**src/rtl/pin_xbar_pkg.sv**
```systemverilog
// Package: signal numbering, code width and the captured peripheral
// configuration shared by the crossbar modules.
// Assumes the signal order below is the placement priority.
package pin_xbar_pkg;
    localparam int NSIG       = 17;
    localparam int SIG_W      = $clog2(NSIG + 1);
    localparam int NUM_CEX    = 3;

    localparam int SIG_TX     = 0;
    localparam int SIG_RX     = 1;
    localparam int SIG_SCK    = 2;
    localparam int SIG_MISO   = 3;
    localparam int SIG_MOSI   = 4;
    localparam int SIG_NSS    = 5;
    localparam int SIG_SDA    = 6;
    localparam int SIG_SCL    = 7;
    localparam int SIG_CMP    = 8;
    localparam int SIG_CMPA   = 9;
    localparam int SIG_SYSCLK = 10;
    localparam int SIG_CEX0   = 11;
    localparam int SIG_ECI    = 14;
    localparam int SIG_T0     = 15;
    localparam int SIG_T1     = 16;

    localparam logic [1:0] NSS_3WIRE = 2'b00;

    typedef struct packed {
        logic       uart;
        logic       spi;
        logic [1:0] nss_mode;
        logic       smb;
        logic       cmp;
        logic       cmp_async;
        logic       sysclk;
        logic [1:0] cex_cnt;
        logic       eci;
        logic       t0;
        logic       t1;
    } periph_cfg_t;
endpackage

```
**src/rtl/xbar_cfg_regs.sv**
```systemverilog
// Configuration holding registers. Captures peripheral enables and the
// per-pin skip mask when load is high; holds them otherwise.
// Assumes a synchronous active-low reset clears everything to disabled.
module xbar_cfg_regs
    import pin_xbar_pkg::*;
#(
    parameter int NPINS = 20
) (
    input  logic              clk,
    input  logic              rst_n,
    input  logic              load,
    input  periph_cfg_t       cfg_d,
    input  logic [NPINS-1:0]  skip_d,
    output periph_cfg_t       cfg_q,
    output logic [NPINS-1:0]  skip_q
);
    // Capture the configuration on a load strobe.
    always_ff @(posedge clk) begin
        if (!rst_n) begin
            cfg_q  <= '0;
            skip_q <= '0;
        end else if (load) begin
            cfg_q  <= cfg_d;
            skip_q <= skip_d;
        end
    end
endmodule

```
**src/rtl/xbar_req_decode.sv**
```systemverilog
// Request decoder: turns the captured peripheral configuration into one
// request bit per crossbar signal, in priority order.
// Assumes paired signals (UART, SMBus) are requested together.
module xbar_req_decode
    import pin_xbar_pkg::*;
(
    input  periph_cfg_t      cfg,
    output logic [NSIG-1:0]  req
);
    // Expand enables into per-signal requests.
    always_comb begin
        req            = '0;
        req[SIG_TX]    = cfg.uart;
        req[SIG_RX]    = cfg.uart;
        req[SIG_SCK]   = cfg.spi;
        req[SIG_MISO]  = cfg.spi;
        req[SIG_MOSI]  = cfg.spi;
        req[SIG_NSS]   = cfg.spi && (cfg.nss_mode != NSS_3WIRE);
        req[SIG_SDA]   = cfg.smb;
        req[SIG_SCL]   = cfg.smb;
        req[SIG_CMP]   = cfg.cmp;
        req[SIG_CMPA]  = cfg.cmp_async;
        req[SIG_SYSCLK]= cfg.sysclk;
        for (int c = 0; c < NUM_CEX; c++) begin
            req[SIG_CEX0 + c] = (int'(cfg.cex_cnt) > c);
        end
        req[SIG_ECI]   = cfg.eci;
        req[SIG_T0]    = cfg.t0;
        req[SIG_T1]    = cfg.t1;
    end
endmodule

```
**src/rtl/xbar_place_chain.sv**
```systemverilog
// Placement chain: UART lines go to fixed pins; every other requested
// signal, in priority order, takes the lowest pin not yet occupied.
// Occupancy starts as skip mask plus reserved UART pins.
// Assumes TX_PIN and RX_PIN are distinct and below NPINS.
module xbar_place_chain
    import pin_xbar_pkg::*;
#(
    parameter int NPINS  = 20,
    parameter int TX_PIN = 4,
    parameter int RX_PIN = 5,
    localparam int PIN_W = $clog2(NPINS)
) (
    input  logic [NSIG-1:0]        req,
    input  logic [NPINS-1:0]       skip,
    output logic [NSIG*NPINS-1:0]  grant,
    output logic [NSIG*PIN_W-1:0]  sig_pin,
    output logic [NSIG-1:0]        sig_placed
);
    localparam logic [NPINS-1:0] TX_BIT = NPINS'(1) << TX_PIN;
    localparam logic [NPINS-1:0] RX_BIT = NPINS'(1) << RX_PIN;

    logic [NPINS-1:0] occ [NSIG];

    assign occ[0] = skip | (req[SIG_TX] ? (TX_BIT | RX_BIT) : '0);

    for (genvar k = 0; k < NSIG; k++) begin : g_sig
        logic [NPINS-1:0] g;
        logic [PIN_W-1:0] idx;

        if (k == SIG_TX) begin : g_fixed_tx
            assign g = req[k] ? TX_BIT : '0;
        end else if (k == SIG_RX) begin : g_fixed_rx
            assign g = req[k] ? RX_BIT : '0;
        end else begin : g_search
            logic [NPINS-1:0] free;
            assign free = ~occ[k];
            assign g = req[k] ? (free & (~free + NPINS'(1))) : '0;
        end

        if (k < NSIG - 1) begin : g_next
            if (k <= SIG_RX) begin : g_pass
                assign occ[k+1] = occ[k];
            end else begin : g_mark
                assign occ[k+1] = occ[k] | g;
            end
        end

        // Encode the one-hot grant into a pin index.
        always_comb begin
            idx = '0;
            for (int p = 0; p < NPINS; p++) begin
                if (g[p]) idx = idx | PIN_W'(p);
            end
        end

        assign grant[k*NPINS +: NPINS]   = g;
        assign sig_pin[k*PIN_W +: PIN_W] = idx;
        assign sig_placed[k]             = |g;
    end
endmodule

```
**src/rtl/xbar_pin_map.sv**
```systemverilog
// Pin map: folds the per-signal grants into a function code per pin
// (0 = GPIO, k+1 = signal k) and a GPIO flag.
// Assumes at most one grant per pin, which the chain guarantees.
module xbar_pin_map
    import pin_xbar_pkg::*;
#(
    parameter int NPINS = 20
) (
    input  logic [NSIG*NPINS-1:0]  grant,
    output logic [NPINS*SIG_W-1:0] pin_sel,
    output logic [NPINS-1:0]       pin_gpio
);
    for (genvar p = 0; p < NPINS; p++) begin : g_pin
        logic [SIG_W-1:0] code;
        logic             busy;

        // Gather the code of whichever signal owns this pin.
        always_comb begin
            code = '0;
            busy = 1'b0;
            for (int k = 0; k < NSIG; k++) begin
                if (grant[k*NPINS + p]) begin
                    code = code | SIG_W'(k + 1);
                    busy = 1'b1;
                end
            end
        end

        assign pin_sel[p*SIG_W +: SIG_W] = code;
        assign pin_gpio[p]               = ~busy;
    end
endmodule

```
**src/rtl/pin_crossbar.sv**
```systemverilog
// Top: priority pin crossbar. Registers configuration on cfg_load and
// derives the full pin assignment combinationally from the registers.
// Pin p is bit p of {skip_p2, skip_p1, skip_p0}.
module pin_crossbar
    import pin_xbar_pkg::*;
#(
    parameter int P0_PINS = 8,
    parameter int P1_PINS = 8,
    parameter int P2_PINS = 4,
    parameter int TX_PIN  = 4,
    parameter int RX_PIN  = 5,
    localparam int NPINS  = P0_PINS + P1_PINS + P2_PINS,
    localparam int PIN_W  = $clog2(NPINS)
) (
    input  logic                   clk,
    input  logic                   rst_n,
    input  logic                   cfg_load,
    input  logic                   uart_en,
    input  logic                   spi_en,
    input  logic [1:0]             spi_nss_mode,
    input  logic                   smbus_en,
    input  logic                   cmp_en,
    input  logic                   cmp_async_en,
    input  logic                   sysclk_en,
    input  logic [1:0]             pca_cex_cnt,
    input  logic                   pca_eci_en,
    input  logic                   tmr0_en,
    input  logic                   tmr1_en,
    input  logic [P0_PINS-1:0]     skip_p0,
    input  logic [P1_PINS-1:0]     skip_p1,
    input  logic [P2_PINS-1:0]     skip_p2,
    output logic [NPINS*SIG_W-1:0] pin_sel,
    output logic [NPINS-1:0]       pin_gpio,
    output logic [NSIG*PIN_W-1:0]  sig_pin,
    output logic [NSIG-1:0]        sig_placed
);
    periph_cfg_t             cfg_d, cfg_q;
    logic [NPINS-1:0]        skip_d, skip_q;
    logic [NSIG-1:0]         req;
    logic [NSIG*NPINS-1:0]   grant;

    // Pack the configuration inputs for the holding registers.
    always_comb begin
        cfg_d.uart      = uart_en;
        cfg_d.spi       = spi_en;
        cfg_d.nss_mode  = spi_nss_mode;
        cfg_d.smb       = smbus_en;
        cfg_d.cmp       = cmp_en;
        cfg_d.cmp_async = cmp_async_en;
        cfg_d.sysclk    = sysclk_en;
        cfg_d.cex_cnt   = pca_cex_cnt;
        cfg_d.eci       = pca_eci_en;
        cfg_d.t0        = tmr0_en;
        cfg_d.t1        = tmr1_en;
    end

    assign skip_d = {skip_p2, skip_p1, skip_p0};

    xbar_cfg_regs #(.NPINS(NPINS)) u_regs (
        .clk    (clk),
        .rst_n  (rst_n),
        .load   (cfg_load),
        .cfg_d  (cfg_d),
        .skip_d (skip_d),
        .cfg_q  (cfg_q),
        .skip_q (skip_q)
    );

    xbar_req_decode u_req (
        .cfg (cfg_q),
        .req (req)
    );

    xbar_place_chain #(
        .NPINS  (NPINS),
        .TX_PIN (TX_PIN),
        .RX_PIN (RX_PIN)
    ) u_chain (
        .req        (req),
        .skip       (skip_q),
        .grant      (grant),
        .sig_pin    (sig_pin),
        .sig_placed (sig_placed)
    );

    xbar_pin_map #(.NPINS(NPINS)) u_map (
        .grant    (grant),
        .pin_sel  (pin_sel),
        .pin_gpio (pin_gpio)
    );
endmodule

```
**config.mk**
```make
export PLATFORM = sky130hd
export DESIGN_NAME = pin_crossbar
export DESIGN_NICKNAME = d
export VERILOG_FILES = /design/src/rtl/pin_xbar_pkg.sv /design/src/rtl/xbar_cfg_regs.sv /design/src/rtl/xbar_req_decode.sv /design/src/rtl/xbar_place_chain.sv /design/src/rtl/xbar_pin_map.sv /design/src/rtl/pin_crossbar.sv
export SDC_FILE = /design/constraint.sdc
export NUM_CORES = 1
export LEC_CHECK = 0
export ABC_AREA = 1
export CORE_MARGIN = 10
export CORE_UTILIZATION = 64
export CTS_BUF_LIST = sky130_fd_sc_hd__clkbuf_8 sky130_fd_sc_hd__clkbuf_16
export CTS_CLUSTER_DIAMETER = 30
export DETAILED_ROUTE_END_ITERATION = 16
export DONT_BUFFER_PORTS = 1
export PLACE_DENSITY = 0.8
export RECOVER_POWER = 100
export SYNTH_ARGS = -nofsm -noshare
export SYNTH_HDL_FRONTEND = slang
export SYNTH_SLANG_ARGS = --single-unit
```
**constraint.sdc**
```tcl
create_clock -name clk -period 17 [get_ports clk]
set_clock_uncertainty 0.05 [all_clocks]
set_input_delay 3.4 -clock clk [delete_from_list [all_inputs] [get_ports clk]]
set_output_delay 3.4 -clock clk [all_outputs]
set_load 0.01 [all_outputs]
```
==> impl_metrics.yaml <==
synthesis:
  yosysSeqAreaShare: 0.0568
  muxShareOfSynthArea: 0
  synthFlopType: "dfxtp_1"
  syn-cell-area_mm2: 0.0116
  synthAdderAreaFrac: 0
  synth_edf_count: 0
  synth_cell_types: 52
  synth_compound_area_frac: 0.0954
  yosysWarnings: 0
  synth-seq-cells: 33
  async_reset_ff_frac: 0
  ys_top_cells_by_area: "nand2_1 15%, nor2_1 15%, inv_1 12%"
  synth_top_family_by_area: "simple AND/OR/NAND/NOR gates"
  synth-xor-area-share: 0
  synth_top_area_share: 0.155
  synth.avg_cell_area_um2: 4.96
  synth-simple-area-share: 0.693
  synth_cells: 2345
  yosysTopAreaCell: "nand2_1"
sta:
  setup_viol: 0
  min_period_ns: 13.02
  tightest_slew_ns: 2.00
  whs_ns: 0.497
  clock.fmax_mhz: 76.8
  min_period_over_period: 0.766
  slew_viol_final: 39
  final-hold-violation-count: 0
  slew-limit-headroom: -0.331
  rsz0062_at_grt: "no"
  finalSetupTns_ns: 0
clock_tree:
  cts_buffers: 5
  cts_root_buf: "clkbuf_16"
  postCtsResizedCells: 0
  clkLatencyLatePin_ns: 0.29
  cts_tree: "done"
  path_clk_slew_ns: 0.06
  cts-hold-fix-buffers: 0
  htree_levels: 2
  clock-sinks: 33
  clockBufferDepth: 2
  post-cts-setup-buffer-count: 0
placed_design:
  post-dp-hpwl_um: 46000
  routabilityCongestion: 1.12
  dp.cells: 2548
  numPortBuffers: 0
routing:
  drc: 0
  routed_wl_um: 53200
  routedWlPerCell_um: 20.8
  viasPerCell: 6.28
  ant_nets: 0
  dr_total_vias: 16100
  drtIter0Drc: 2326
  dr.pass1.iters: 8
worst_setup_path:
  cp_common_cell: "nand2_1"
  worstRegToRegCells: 3
  cp-start-kind: "flop"
  critPathMaxStageDelay_ns: 1.42
  critPathKind: "flop to output pin"
  cp-end-kind: "output pin"
  crit_fanout: 38
  arrival_ns: 9.57
  cp_slowest_cell: "clkbuf_1"
  critPathRequiredTime_ns: 13.55
power_and_ir_drop:
  switching_share: 0.528
  leakage_nw: 7.19
  p_switching_uw: 246
  power_density_mw_per_mm2: 39.8
  peakVddDrop_mv: 0.0518
  p_int_uw: 220
  seqPwrFrac: 0.200
  clkPwrFrac: 0.238
  comb_power_share: 0.562
worst_hold_path:
  hp-class: "flop to flop"
  hold_path_depth: 2
die:
  core-area_mm2: 0.0179
  die-area_mm2: 0.0240
  num_rows: 49
  die_h_um: 155
  die_w_um: 155
  io_pins: 258
  start_util: 0.649
outcome:
  status: "finished with violations"
  failed_checks: "capacitance limit, slew limit"
grt:
  grt_antenna_before_repair: 0
  grt_overflow: 0
  grt_pass1_vias: 14400
  grt_pass1_wl_um: 78900
  grt_max_degree: 67
  globalRouteTotalUtil: 0.415
finish:
  num_antenna_cells: 0
  fillers: 1942
  drive_gt1_frac: 0.102
  stdcell_count: 2556
  area_delta_synth_final_pct: 0.581
  fin_nets: 2362
flow_run:
  drv_cap: 1
-- registers in the layout, indices dropped and copies added (netlist names) --
name	cells
u_regs.cfg_q	13
u_regs.skip_q	20
-- through the flow --
stage	setup slack (ns)	utilization	area [µm²]	power, mW
floorplan	9.10	-	11600	0.293
global placement	7.48	0.657	11800	0.347
detailed placement	7.42	0.657	11800	0.351
CTS	7.03	0.667	11900	0.460
global route	3.23	0.653	11700	0.491
finish	3.98	0.653	11700	0.466
-- final timing paths --
| kind | slack (ns) | end | start |
|---|---|---|---|
| max | 3.98 | pin_gpio[19] | u_regs.cfg_q[11]$_SDFFE_PN0P_ |
| min | 0.50 | u_regs.cfg_q[9]$_SDFFE_PN0P_ | u_regs.cfg_q[9]$_SDFFE_PN0P_ |
| max reg2reg | 14.70 | u_regs.cfg_q[11]$_SDFFE_PN0P_ | u_regs.cfg_q[11]$_SDFFE_PN0P_ |
| min reg2reg | 0.50 | u_regs.cfg_q[9]$_SDFFE_PN0P_ | u_regs.cfg_q[9]$_SDFFE_PN0P_ |
-- Yosys cell counts (4+ instances only) --
cell type  number
a21oi_2         4
nand2_1       480
nor4_1         66
nand4_1        87
o21bai_4        4
o21ai_0        64
clkbuf_1       12
or2_2           7
o21ai_2         4
nor2_1        463
nand3_4         4
buf_2           6
or3_1           4
dfxtp_1        33
inv_2          55
a21oi_1        64
nand3_2        28
nor2_4         21
nor3_1        113
inv_1         370
nand3_1       196
a31oi_1         5
o21ai_1         9
nand3b_1        7
nor2_2         79
o2111ai_1      11
o22ai_1         4
nand2_2        82
clkinv_1        5
nand2_4         8
buf_4          13
-- kinds of logic after synthesis --
family / count (synthesis)
simple gates: 1664
other cells: 1
flops: 33
buf+inv: 463
compound gates: 184
-- area by class of cell --
cell class                 instances  area [µm²]  area share
multi-input combinational       1855        8950       0.766
inverter                         430        1610       0.138
sequential                        33         661      0.0565
tap                              229         287      0.0245
clock buffer                       6         139      0.0119
clock inverter                     2        37.5     0.00321
timing repair buffer               1        3.75    0.000321
-- cell usage in the layout, fill, tap and decap left out, types with 8 or more instances in the layout --
cell type and count:
nor3_1 116, nand3_1 203, nand3_2 21, dfxtp_1 33, nand2_2 62, nor2_2 57
nand2_1 500, o21ai_0 69, nand4_1 89, nor2_4 14, a21oi_1 64, nor4_1 66
inv_1 380, o2111ai_1 11, inv_2 40, nand2_4 8, nor2_1 492, clkinv_1 10
-- worst max-delay path: cells and delay by family, from the launching register on --
kind,cells,cell delay (ns)
compound gates,2,1.07
simple gates,28,5.08
flops,1,0.30
buf+inv,6,2.79
-- power groups by stage --
stage	clock network [mW]	registers, mW	logic (mW)
after floorplan	0	0.0888	0.204
after global placement	0	0.0940	0.252
after detailed placement	0	0.0942	0.256
after CTS	0.110	0.0925	0.258
after global routing	0.113	0.0936	0.284
final	0.111	0.0931	0.262
-- routing by layer --
metal	part of all wire	GRT usage	vias up
met5	0.00051	0.0129	-
met4	0.086	0.265	2
met3	0.15	0.108	296
met2	0.41	0.631	1225
met1	0.36	0.508	7023
li1	-	-	7510
No activity file was read; power rests on OpenSTA's default activity.
